<file path="src/rtl/vcap_pkg.sv">
package vcap_pkg;
   typedef enum logic [1:0] {
      KIND_Y  = 2'd0,
      KIND_CB = 2'd1,
      KIND_CR = 2'd2
   } comp_kind_e;

   typedef struct packed {
      logic f;
      logic v;
      logic h;
   } trs_flags_t;

   localparam int TRS_CMP_W = 8;
endpackage

</file>
<file path="src/rtl/vcap_trs_detect.sv">
module vcap_trs_detect
   import vcap_pkg::*;
#(
   parameter int DATA_W = 10
) (
   input  logic              clk,
   input  logic              rst_n,
   input  logic              en,
   input  logic [DATA_W-1:0] word,
   output logic              code_hit,
   output logic              in_code,
   output trs_flags_t        flags
);
   localparam int TOP_LSB = DATA_W - TRS_CMP_W;

   logic [1:0]           st_q, st_d;
   logic [TRS_CMP_W-1:0] top;
   logic                 top_ones, top_zero;

   assign top      = word[DATA_W-1:TOP_LSB];
   assign top_ones = &top;
   assign top_zero = ~|top;

   always_comb begin
      st_d = st_q;
      if (en) begin
         unique case (st_q)
            2'd1, 2'd2: st_d = top_zero ? st_q + 2'd1 : (top_ones ? 2'd1 : 2'd0);
            default:    st_d = top_ones ? 2'd1 : 2'd0;
         endcase
      end
   end

   always_ff @(posedge clk) begin
      if (!rst_n) st_q <= 2'd0;
      else        st_q <= st_d;
   end

   assign code_hit = en && (st_q == 2'd3);
   assign in_code  = top_ones || (st_q == 2'd3) ||
                     (top_zero && (st_q == 2'd1 || st_q == 2'd2));
   assign flags.f  = word[DATA_W-2];
   assign flags.v  = word[DATA_W-3];
   assign flags.h  = word[DATA_W-4];
endmodule

</file>
<file path="src/rtl/vcap_pos_count.sv">
module vcap_pos_count #(
   parameter int POS_W = 11
) (
   input  logic             clk,
   input  logic             rst_n,
   input  logic             clr,
   input  logic             inc,
   output logic [POS_W-1:0] pos
);
   always_ff @(posedge clk) begin
      if (!rst_n)   pos <= '0;
      else if (clr) pos <= '0;
      else if (inc) pos <= pos + 1'b1;
   end
endmodule

</file>
<file path="src/rtl/vcap_comp_map.sv">
module vcap_comp_map
   import vcap_pkg::*;
(
   input  logic       order_sel,
   input  logic [1:0] phase,
   output comp_kind_e kind
);
   logic [1:0] eff;

   // Y-first order is the chroma-first order shifted by one phase
   assign eff = order_sel ? phase + 2'd3 : phase;

   always_comb begin
      unique case (eff)
         2'd0:    kind = KIND_CB;
         2'd2:    kind = KIND_CR;
         default: kind = KIND_Y;
      endcase
   end
endmodule

</file>
<file path="src/rtl/vid_capture.sv">
module vid_capture
   import vcap_pkg::*;
#(
   parameter int DATA_W = 10,
   parameter int POS_W  = 11
) (
   input  logic              clk,
   input  logic              rst_n,
   input  logic              order_sel,
   input  logic              vin_en,
   input  logic [DATA_W-1:0] vin_data,
   output logic              smp_valid,
   output logic [DATA_W-1:0] smp_data,
   output logic [1:0]        smp_kind,
   output logic [POS_W-1:0]  smp_hpos,
   output logic              active,
   output logic              field,
   output logic              vblank
);
   generate
      if (DATA_W < TRS_CMP_W + 2) begin : g_bad_width
         $error("vid_capture: DATA_W must be at least 10");
      end
      if (POS_W < 2) begin : g_bad_pos
         $error("vid_capture: POS_W must be at least 2");
      end
   endgenerate

   logic              code_hit, in_code, emit;
   trs_flags_t        flags;
   logic [POS_W-1:0]  pos;
   comp_kind_e        kind;

   vcap_trs_detect #(.DATA_W(DATA_W)) u_det (
      .clk(clk), .rst_n(rst_n), .en(vin_en), .word(vin_data),
      .code_hit(code_hit), .in_code(in_code), .flags(flags)
   );

   assign emit = vin_en && active && !in_code;

   vcap_pos_count #(.POS_W(POS_W)) u_pos (
      .clk(clk), .rst_n(rst_n),
      .clr(code_hit && !flags.h), .inc(emit), .pos(pos)
   );

   vcap_comp_map u_map (
      .order_sel(order_sel), .phase(pos[1:0]), .kind(kind)
   );

   always_ff @(posedge clk) begin
      if (!rst_n) begin
         active <= 1'b0;
         field  <= 1'b0;
         vblank <= 1'b0;
      end else if (code_hit) begin
         if (!flags.h) begin
            field  <= flags.f;
            vblank <= flags.v;
            active <= !flags.v;
         end else begin
            active <= 1'b0;
         end
      end
   end

   always_ff @(posedge clk) begin
      if (!rst_n) begin
         smp_valid <= 1'b0;
         smp_data  <= '0;
         smp_kind  <= 2'd0;
         smp_hpos  <= '0;
      end else begin
         smp_valid <= emit;
         if (emit) begin
            smp_data <= vin_data;
            smp_kind <= kind;
            smp_hpos <= pos;
         end
      end
   end
endmodule

</file>
<file path="config.mk">
export PLATFORM = sky130hd
export DESIGN_NAME = vid_capture
export DESIGN_NICKNAME = d
export VERILOG_FILES = /design/src/rtl/vcap_pkg.sv /design/src/rtl/vcap_trs_detect.sv /design/src/rtl/vcap_pos_count.sv /design/src/rtl/vcap_comp_map.sv /design/src/rtl/vid_capture.sv
export SDC_FILE = /design/constraint.sdc
export NUM_CORES = 1
export LEC_CHECK = 0
export BUFFER_PORTS_ARGS = -buffer_cell sky130_fd_sc_hd__buf_2
export CAP_MARGIN = 20
export CORE_ASPECT_RATIO = 1.4
export CORE_MARGIN = 1
export CORE_UTILIZATION = 50
export DETAILED_ROUTE_END_ITERATION = 6
export GPL_ROUTABILITY_DRIVEN = 0
export PLACE_DENSITY = 0.74
export SETUP_SLACK_MARGIN = 0.4
export SYNTH_ARGS = -nofsm -noshare
export SYNTH_HDL_FRONTEND = slang
export SYNTH_SLANG_ARGS = --single-unit
</file>
<file path="constraint.sdc">
create_clock -name clk -period 4.8 [get_ports clk]
set_input_delay 0.24 -clock clk [delete_from_list [all_inputs] [get_ports clk]]
set_output_delay 0.24 -clock clk [all_outputs]
set_load 0.02 [all_outputs]
</file>
; Word level (Yosys, flattened, before mapping)
; Index checks and enable logic that the tools add are counted.
[totals]
regBits = 40
input_bits = 14
output_inout_bits = 27
elab_cells = 42
[classes]
addsub = 3
eq_ne = 4
n_mux = 6
bitwise_logic = 2
reduce_logical = 18
[op_table]
columns = cell, n
row1 = adder 11 x 1 -> 11 bit (second input constant), 1
row2 = AND reduction 8 bit, 1
row3 = OR reduction 8 bit, 1
row4 = equality test 2 bit (second input constant), 3
row5 = 2-to-1 mux 2 bit, 3
row6 = logical AND 1 bit, 5
row7 = zero test 1 bit, 4
row8 = case mux 2 bit (2 select lines), 1
row9 = OR reduction 2 bit, 2
row10 = logical OR 1 bit, 3
row11 = adder 2 x 1 -> 2 bit (second input constant), 1
row12 = adder 2 bit (second input constant), 1
row13 = equality test 2 x 1 -> 1 bit (second input constant), 1
row14 = zero test 2 bit, 1
row15 = 2-to-1 mux 1 bit, 2
row16 = inverter 1 bit, 2
row17 = AND reduction 2 bit, 1

; Depth between registers and ports, before layout
[logic_depth]
depth_word = 6
depth_mapped = 8
ltp_nobuf = 5

; Modules after synthesis
; From an unflattened synthesis, not the netlist that was laid out.
[unflattened]
cells_unflattened = 196
hier_area_um2 = 1849.3
[by_module_without_submodules]
columns = mod, instances, cells_per_inst, area_each_um2, seq_area_each_um2
row1 = vid_capture, 1, 118, 1133.6, 540.5
row2 = vcap_pos_count, 1, 54, 496.7, 220.2
row3 = vcap_trs_detect, 1, 21, 196.4, 40.0
row4 = vcap_comp_map, 1, 3, 22.5, 0.0

; Worst setup path before layout
; No wires, ideal clock.
[synth_timing]
path_kind = register to register
startpoint = register u_det.st_q[0]
endpoint = register u_pos.pos[6]
setup_time_ns = 0.070
arrival_time_ns = 1.736
t_required_ns = 4.730
setup_slack_ns = 2.994
stages_incl_launch_ff = 8
path_buffers = 2
synth_period_minus_slack_ns = 1.806
path_cell_list = dfxtp_1 -> ha_1 -> nor2b_1 -> and4_1 -> buf_6 -> buf_6 -> or4_1 -> a21oi_1
[synth_between]
elab_chain_len = 6
word_cells_on_any_way = 12
classes_between = eq/ne (3) / reduce/logical (9)
[synth_lines]
columns = item, line
row1 = from (decl), vcap_trs_detect.sv:16  ; logic [1:0] st_q, st_d;
row2 = from (signal assigned), vcap_trs_detect.sv:36  ; else st_q <= st_d;
row3 = equality test 2 x 1 -> 1 bit / equality test 2 bit (equally long branches), vcap_trs_detect.sv:41  ; (top_zero && (st_q == 2'd1 || st_q == 2'd2));
row4 = logical OR 1 bit, vcap_trs_detect.sv:41
row5 = logical AND 1 bit, vcap_trs_detect.sv:41
row6 = logical OR 1 bit, vcap_trs_detect.sv:40  ; assign in_code = top_ones || (st_q == 2'd3) ||
row7 = zero test 1 bit, vid_capture.sv:39  ; assign emit = vin_en && active && !in_code;
row8 = logical AND 1 bit, vid_capture.sv:39
row9 = to (signal assigned), vcap_pos_count.sv:13  ; else if (inc) pos <= pos + 1'b1;
row10 = to (decl), vcap_pos_count.sv:8  ; output logic [POS_W-1:0] pos
; Parallel ways exist; a longest one is shown, timed or not.
; A chain may end at the register's enable or synchronous reset.

; Worst setup path after layout
[layout_timing]
startpoint = register u_det.st_q[0]
endpoint = register u_det.st_q[0]
[layout_between]
elab_chain_len = 3
word_cells_on_any_way = 6
classes_between = add/sub (1) / eq/ne (2) / mux (2) / reduce/logical (1)
[layout_lines]
columns = item, line
row1 = adder 2 x 1 -> 2 bit (tied with other cells), vcap_trs_detect.sv:28  ; 2'd1, 2'd2: st_d = top_zero ? st_q + 2'd1 : (top_ones ? 2'd1 : 2'd0);
row2 = 2-to-1 mux 2 bit / OR reduction 2 bit (equally long branches), "vcap_trs_detect.sv:28, vcap_trs_detect.sv:27"
row3 = 2-to-1 mux 2 bit (*), vcap_trs_detect.sv:27  ; unique case (st_q)
; Every way passes the cells marked *; elsewhere a longest branch is shown, timed or not.

==> flow_summary_export.csv <==
group,metric,value,unit
clock_tree,clock_sinks,40,
drt,ant_nets,0,
finish,multi_input_area,858,um2
clock_tree,clk_latency,0.29,ns
timing,rsz0062_at_grt,"false",
drt,wl_per_cell,14.1,um
critical_path,reg2reg_depth,5,
critical_path,rrSetupSlack,2.62,ns
synthesis,ys_seq_area_share,45.6,%
worst_hold_path,hold_depth,3,
critical_path,crit_chain,"ha_1, nor2b_1, nand4_1, o22a_1, a21oi_1",
synthesis,ys_ff_latch,40,
global_route,grt_pass1_wl,6620,um
timing,fmaxAchievable,459,MHz
finish,nNetsFinal,258,
die,num_io_pins,41,
global_route,antenna_found_initial,0,
timing,post-route-period-util,45.4,%
clock_tree,cts_tree,"done",
drt,drc,0,
critical_path,worstSetupStartpointType,"flip-flop",
drt,dr.pass1.iters,4,
timing,relSlewSlack,33.4,%
timing,tns,0,ns
timing,final-hold-violation-count,0,
critical_path,timing.rr.start,"u_det.st_q[0]",
clock_tree,root_buffer,"clkbuf_8",
pwr,p_leak,0.795,nW
die,rows,25,
clock_tree,cts.clk_slew.worst_paths,0.07,ns
finish,seq_area,801,um2
pwr,power.density,286,mW/mm2
worst_hold_path,min_to,"smp_data[1]",
place,place_hpwl,2640,um
timing,tightest_slew,0.998,ns
worst_hold_path,hp-class,"input port to flip-flop",
timing,whs,0.199,ns
synthesis,synth_top_cell_by_area,"dfxtp_1",
die,die_area,0.00375,mm2
die,die_w,52.1,um
status,status,"completed",
clock_tree,cts_setup_buffers,0,
clock_tree,cts_made_buffers,5,
critical_path,critPathKind,"flip-flop to flip-flop",
synthesis,synth_area_leaders,"dfxtp_1 46%, a21oi_1 9.7%, o21ai_0 7.4%",
synthesis,netlist_instances,211,
pwr,vdd_drop_max,0.165,mV
die,fp.dieH,72.1,um
critical_path,cpMaxStageDelayCell,"nand4_1",
synthesis,synth.top_cell.area_share,45.6,%
critical_path,end_kind,"flip-flop",
critical_path,path_max_fanout,20,
drt,via_per_inst,5.84,
drt,vias,1654,
drt,drt_first_iter_violations,44,
timing,setup_viol,0,
run,maxCapViolations,0,
synthesis,syn_avg_cell_area,8.31,um2
worst_hold_path,hp-start,"vin_data[1]",
synthesis,syn_area,0.00175,mm2
critical_path,cp.required,5.02,ns
timing,fin_skew,0.00682,ns
critical_path,arrival,2.40,ns
die,core_area,0.00338,mm2
finish,area_delta_synth_final,15.9,%
synthesis,synth_nets,227,
clock_tree,cts_hold_buf,0,
critical_path,r2r-end,"u_det.st_q[0]",
synthesis,ys_types,30,
timing,fin_crit,2.18,ns
place,portBuffers,40,
timing,slew_violations,0,
die,start_util,51.9,%
global_route,grt_max_degree,34,
clock_tree,htreeDepth,2,
global_route,grt.total_usage,23.6,%
finish,drive_gt1_share,21.8,%
finish,fill_cells,320,
clock_tree,cts_buffer_depth,2,
clock_tree,post_cts_resized,0,
critical_path,cpPeakStageDelay,0.73,ns
drt,wl,4000,um
synthesis,ys_warn_count,0,
global_route,grt_overflow,0,
global_route,grt_pass1_vias,1474,
finish,diodes,0,
## registers in the layout, summed over array words and instances, names as in the netlist
name and flops:
smp_hpos 11, u_pos.pos 11, smp_data 10, smp_kind 2, u_det.st_q 2, active 1
field 1, smp_valid 1, vblank 1
## metrics by stage
| step | util (%) | std cells | area, um2 | setup slack (ns) | power, mW |
|---|---|---|---|---|---|
| 2_1_floorplan | - | 211 | 1750 | 2.99 | 0.349 |
| 3_3_place_gp | 57.1 | 274 | 1930 | 2.58 | 0.360 |
| 3_5_place_dp | 57.5 | 275 | 1940 | 2.65 | 0.360 |
| 4_1_cts | 60.2 | 283 | 2030 | 2.64 | 0.585 |
| 5_1_grt | 60.2 | 283 | 2030 | 2.50 | 0.601 |
| 6_report | 60.2 | 283 | 2030 | 2.62 | 0.582 |
## cells in the final DEF (no fill, tap or decap), types with 2 or more instances in the layout
master     n
a21oi_1   34
and4_1     2
buf_2     40
clkbuf_1   2
clkbuf_8   6
dfxtp_1   40
ha_1       2
inv_1      3
mux2i_1    6
nand2_1   15
nand3_1   23
nand4_1    5
nor2_1     5
nor3_1     2
nor4_1     3
o21ai_0   26
o31ai_1    5
or3_1      5
or4_1      6
## power by group
group | switching, mW | leakage (nW) | internal, mW | total (mW)
Clock | 0.112 | 0.0455 | 0.117 | 0.229
Combinational | 0.0135 | 0.427 | 0.00691 | 0.0204
Sequential | 0.000277 | 0.322 | 0.332 | 0.332
## routing by layer
metal	routed length, um	track usage, %	vias to the layer above
met5	0	0	-
li1	-	-	833
met4	64	11.4	0
met3	156	5.66	4
met1	1710	28.0	776
met2	2070	38.9	41
## final cells by class
type	count	share of cell area [%]
clock buffers	8	4.43
inverters	3	0.554
multi-input cells	150	42.2
flip-flops and latches	40	39.4
well taps	40	2.46
repair buffers	42	11.0
## cells by family after synthesis
logic type / Yosys count / synth area share, %
and+or+nand+nor: 73 / 22.6
AOI/OAI and AO/OA: 68 / 20.8
DFF: 40 / 45.6
buffers and inverters: 21 / 5.63
muxes: 6 / 3.42
adders and majority gates: 2 / 1.43
xor gates and xnor gates: 1 / 0.499
## Yosys cell counts
| cell | instances |
|---|---|
| nor2_2 | 1 |
| o21ai_0 | 26 |
| o31ai_1 | 5 |
| and4_1 | 2 |
| buf_6 | 2 |
| buf_2 | 4 |
| o21bai_1 | 1 |
| nand2_1 | 15 |
| nand3b_1 | 1 |
| dfxtp_1 | 40 |
| xor2_1 | 1 |
| and3_1 | 1 |
| nand4_1 | 5 |
| a21oi_1 | 34 |
| and3b_2 | 1 |
| nor4_1 | 3 |
| clkbuf_1 | 12 |
| o21ba_2 | 1 |
| nor2b_1 | 1 |
| mux2i_1 | 6 |
| or2_2 | 1 |
| nor3_1 | 2 |
| ha_1 | 2 |
| nand3_1 | 23 |
| or4_1 | 6 |
| or4b_1 | 1 |
| inv_1 | 3 |
| nor2_1 | 5 |
| or3_1 | 5 |
| o22a_1 | 1 |
## worst max path at each step
stage             startpoint            end  slack (ns)  cells after the start
2_1_floorplan  u_det.st_q[0]   u_pos.pos[6]        2.99                      7
3_3_place_gp   u_det.st_q[0]    smp_hpos[1]        2.58                      5
3_5_place_dp   u_det.st_q[0]  u_det.st_q[0]        2.65                      5
4_1_cts        u_det.st_q[0]  u_det.st_q[0]        2.64                      5
5_1_grt        u_det.st_q[0]  u_det.st_q[0]        2.50                      5
6_report       u_det.st_q[0]  u_det.st_q[0]        2.62                      5
## critical path: cells and delay by family, from the launching register on
kind	cells	cell delay [ns]
AO/OA/AOI/OAI	2	0.62
AND/OR/NAND/NOR	2	0.89
adder cells (fa/ha/maj)	1	0.27
flip-flops	1	0.32
Power figures use the tool's default switching activity.
